File: src/rtl/seg_addr_gen.sv
module seg_addr_gen #(
  parameter int SEG_W  = 16,
  parameter int SHIFT  = 4,
  parameter logic [SEG_W-1:0] CS_RST = '1
) (
  input  logic                   clk,
  input  logic                   rst_n,
  input  logic [1:0]             acc_kind,
  input  logic                   stk_base,
  input  logic                   ovr_en,
  input  logic [1:0]             ovr_sel,
  input  logic [SEG_W-1:0]       offset,
  input  logic                   seg_we,
  input  logic [1:0]             seg_wsel,
  input  logic [SEG_W-1:0]       seg_wdata,
  input  logic                   far_we,
  input  logic [SEG_W-1:0]       far_cs,
  output logic [SEG_W+SHIFT-1:0] phys_addr,
  output logic [1:0]             seg_code
);
  localparam int ADDR_W = SEG_W + SHIFT;
  localparam logic [1:0] SEG_ES = 2'd0;
  localparam logic [1:0] SEG_SS = 2'd1;
  localparam logic [1:0] SEG_CS = 2'd2;
  localparam logic [1:0] SEG_DS = 2'd3;
  localparam logic [1:0] K_FETCH = 2'd0;
  localparam logic [1:0] K_STACK = 2'd1;
  localparam logic [1:0] K_DATA  = 2'd2;

  logic [SEG_W-1:0] seg_q [4];

  for (genvar g = 0; g < 4; g++) begin : g_seg
    localparam logic [SEG_W-1:0] RST_V = (g == int'(SEG_CS)) ? CS_RST : '0;
    if (g == int'(SEG_CS)) begin : g_code
      always_ff @(posedge clk) begin
        if (!rst_n)      seg_q[g] <= RST_V;
        else if (far_we) seg_q[g] <= far_cs;
      end
    end else begin : g_gen
      always_ff @(posedge clk) begin
        if (!rst_n)                                 seg_q[g] <= RST_V;
        else if (seg_we && seg_wsel == 2'(g))       seg_q[g] <= seg_wdata;
      end
    end
  end

  logic [1:0] sel;

  always_comb begin
    case (acc_kind)
      K_FETCH: sel = SEG_CS;
      K_STACK: sel = ovr_en ? ovr_sel : SEG_SS;
      K_DATA:  sel = ovr_en ? ovr_sel : (stk_base ? SEG_SS : SEG_DS);
      default: sel = SEG_ES;
    endcase
  end

  assign seg_code  = sel;
  assign phys_addr = {seg_q[sel], {SHIFT{1'b0}}} + {{SHIFT{1'b0}}, offset};

  logic unused_ok;
  assign unused_ok = &{1'b0, ADDR_W[0]};
endmodule

File: config.mk
export PLATFORM = sky130hd
export DESIGN_NAME = seg_addr_gen
export DESIGN_NICKNAME = d
export VERILOG_FILES = /design/src/rtl/seg_addr_gen.sv
export SDC_FILE = /design/constraint.sdc
export NUM_CORES = 1
export LEC_CHECK = 0
export BUFFER_PORTS_ARGS = -buffer_cell sky130_fd_sc_hd__buf_2
export CAP_MARGIN = 20
export CORE_MARGIN = 4
export CORE_UTILIZATION = 49
export CTS_CLUSTER_DIAMETER = 150
export DETAILED_ROUTE_END_ITERATION = 10
export HOLD_SLACK_MARGIN = 0.03
export PLACE_DENSITY = 0.85
export SLEW_MARGIN = 20
export SYNTH_ARGS = -nofsm -noshare
export SYNTH_HDL_FRONTEND = slang
export SYNTH_SLANG_ARGS = --single-unit
File: constraint.sdc
create_clock -name clk -period 3.1 [get_ports clk]
set_input_delay 0.155 -clock clk [delete_from_list [all_inputs] [get_ports clk]]
set_output_delay 0.155 -clock clk [all_outputs]
set_load 0.02 [all_outputs]
==> impl_results.md <==
- EDFF count, synth: 64
- Syn Area/Cell: 11.82 um2
- Seq/Total Area, Yosys: 54.58%
- WS Path Type: reg -> out
- CTS Sinks: 64
- Final worst path period need: 3047 ps
- Max reg flops: 64
- Cells after synthesis: 298
- Vias in the first global route: 2704
- Initial core utilization: 51.26%
- GRT overflow: 0
- RSZ-0062 raised after global routing: yes
- H-tree depth: 3
- IO Port Bufs: 73
- First-pass GRT wire length: 13140 um
- Total GRT Usage: 20.13%
- Crit path DAT: 2890 ps
- 1st-iter DRT viols: 252
- Die footprint: 8605 um2
- Cell Area, Synth: 3521 um2
- Final ANT Viol Nets: 0
- Final Util: 65.74%
- Asr flop ratio synth: 0%
- Leakage: 1.811 nW
- Status: finished clean
- Site Rows: 30
- Post-Place Worst Slack: -114.6 ps
- Root Buffer: clkbuf_8
- Fin. Hold Viols: 0
- Min Hold Slack: 76.76 ps
- MaxCap Viol Count: 0
- Slew Limit Fails: 0
- Peak VDD IR: 0.0003457 V
- Nets: 469
- Clock Tree Buf Depth: 2
- Placer congestion estimate: 0.8550
- Finish-stage setup viols: 0
- Fmax: 0.3282 GHz
- Layout cells sized above 1: 41.40%
- Data required time at the worst endpoint: 2940 ps
- ANT cells: 0
- Detailed Route WL: 8652 um
- Area leader, netlist: edfxtp_1
- Type of the most critical hold path: in -> reg
- #FFs+latches synth: 64
- Largest regs: seg_q: 64 flops
- Clock transition at path regs: 80 ps
- Top cells by area, synth: edfxtp_1, and2_1, ha_1
- CTS tree: done
- CTS Buf Count: 9
- Slack of the critical path: 53.33 ps
- I/O pin count: 82
- Wire length per cell: 17.41 um
- Core Box Area: 6869 um2
- Worst slew pin tran: 900.9 ps
- Post-DP HPWL: 6015 um
- Die H: 92.77 um
- Warning count from the yosys run: 0
- Startpoint Class: register
- Max-Slew Margin vs Limit: 39.72%
- Setup TNS Final: 0 ps
- Dominant synthesized flop cell: edfxtp_1
- Largest net degree at the start of global routing: 19
- Reg with most FFs: seg_q
- Final cycle utilization of the critical path: 98.28%
- Via count: 2618
- Cell Pwr Density: 585.0 nW/um2
- Share of the synthesized area in the top cell type: 54.58%
- Post-route DRC violation count: 0
- Initial antenna violation count: 0
- Critical path peak fanout: 3
- Vias per inst: 5.268
- Net count after synthesis: 371
- Synth-to-Final Area Change: 28.25%
- Critical Path Sink Type: primary output
- DIE WIDTH: 92.77 um
- Distinct cells, synth: 31
- DRT Pass-1 Iters: 4
[cell usage after synthesis, types with 2 or more instances]
| library cell | number |
|---|---|
| edfxtp_1 | 64 |
| and2_1 | 48 |
| a21oi_1 | 23 |
| a211oi_1 | 16 |
| or2_2 | 16 |
| nor2b_1 | 15 |
| mux2i_1 | 13 |
| nor2_1 | 13 |
| ha_1 | 12 |
| xnor2_1 | 11 |
| nand2_1 | 10 |
| o21ai_0 | 8 |
| clkbuf_1 | 7 |
| buf_4 | 6 |
| inv_1 | 6 |
| a21o_1 | 4 |
| nor3_1 | 4 |
| mux4_2 | 3 |
| nand3_1 | 3 |
| xor2_1 | 3 |
| buf_2 | 2 |
| nand4_1 | 2 |
[placed cells by master, fill, tap and decap left out, drive strengths merged, types with 3 or more instances in the layout]
master | Yosys | final
mux2i | 13 | 13
a21oi | 25 | 25
mux4 | 3 | 3
nand2 | 10 | 10
buf | 8 | 102
xnor2 | 11 | 11
nor2b | 15 | 15
or2 | 16 | 16
clkinvlp | 0 | 3
inv | 6 | 7
nor2 | 13 | 13
a21o | 4 | 4
a211oi | 16 | 16
ha | 12 | 12
xor2 | 3 | 3
clkbuf | 7 | 9
nor3 | 4 | 4
nand3 | 3 | 3
edfxtp | 64 | 64
o21ai | 8 | 8
and2 | 48 | 48
[logic make-up (layout without fill, tap and decap cells)]
logic type | after synthesis | after routing | share of synthesized area [%]
compound gates | 57 | 57 | 10.34
xor+xnor | 14 | 14 | 3.483
fa+ha+maj | 13 | 13 | 4.833
buf+inv | 21 | 124 | 2.950
flops | 64 | 64 | 54.58
mux | 16 | 16 | 5.615
simple gates | 113 | 113 | 18.20
[repair_timing]
item | CTS | global route
hold buffers | 0 | 0
resized for setup | 9 | 27
setup endpoints to repair | 4 | 8
pin swaps | 3 | 6
buffers inserted | 1 | 6
[power breakdown]
group / switching, W / leakage [nW] / total [W] / internal (W)
logic: 0.000456 / 1.09 / 0.000814 / 0.000358
registers: 0.0000231 / 0.622 / 0.00104 / 0.00102
clock network: 0.000331 / 0.0995 / 0.000784 / 0.000452
[per-layer routing]
metal	GRT usage (%)	up-vias	wire, um
met3	4.549	19	476
met1	23.78	1227	3536
li1	-	1269	-
met2	34.19	103	4390
met5	0	-	0
met4	10.38	0	248
[layout make-up]
type,instances,area (um2)
Clock buffer,9,123.9
Sequential cell,64,1922
Multi-Input combinational cell,213,1613
Fill cell,488,2354
Tap cell,96,120.1
Inverter,6,22.52
Timing Repair Buffer,102,619.3
Clock inverter,7,95.09
[worst max-delay path, cell delays in order, from the launching register on]
cell	delay, ps
edfxtp_1	360
nor2b_4	140
a211oi_2	220
a21oi_2	80
ha_2	200
fa_2	340
a21o_1	180
a21oi_2	190
o21ai_2	90
a2111oi_2	350
nor3_1	90
xor2_1	160
buf_4	160
[final timing paths]
path / startpoint / cells past startpoint / to / slack, ps
worst max-delay path: seg_q[0][0] / 12 / phys_addr[14] / 50
worst min-delay path: far_cs[7] / 2 / seg_q[2][7] / 80
[through the flow]
| stage | instance area [um2] | total power (W) | instances |
|---|---|---|---|
| final | 4516 | 0.002642 | 497 |
| after global routing | 4516 | 0.002756 | 497 |
| after CTS | 4372 | 0.002583 | 491 |
| after detailed placement | 4125 | 0.001793 | 474 |
| after global placement | 4125 | 0.001771 | 474 |
| after floorplan | 3545 | 0.001537 | 298 |
Note: power is estimated with default switching activity, not from simulation.
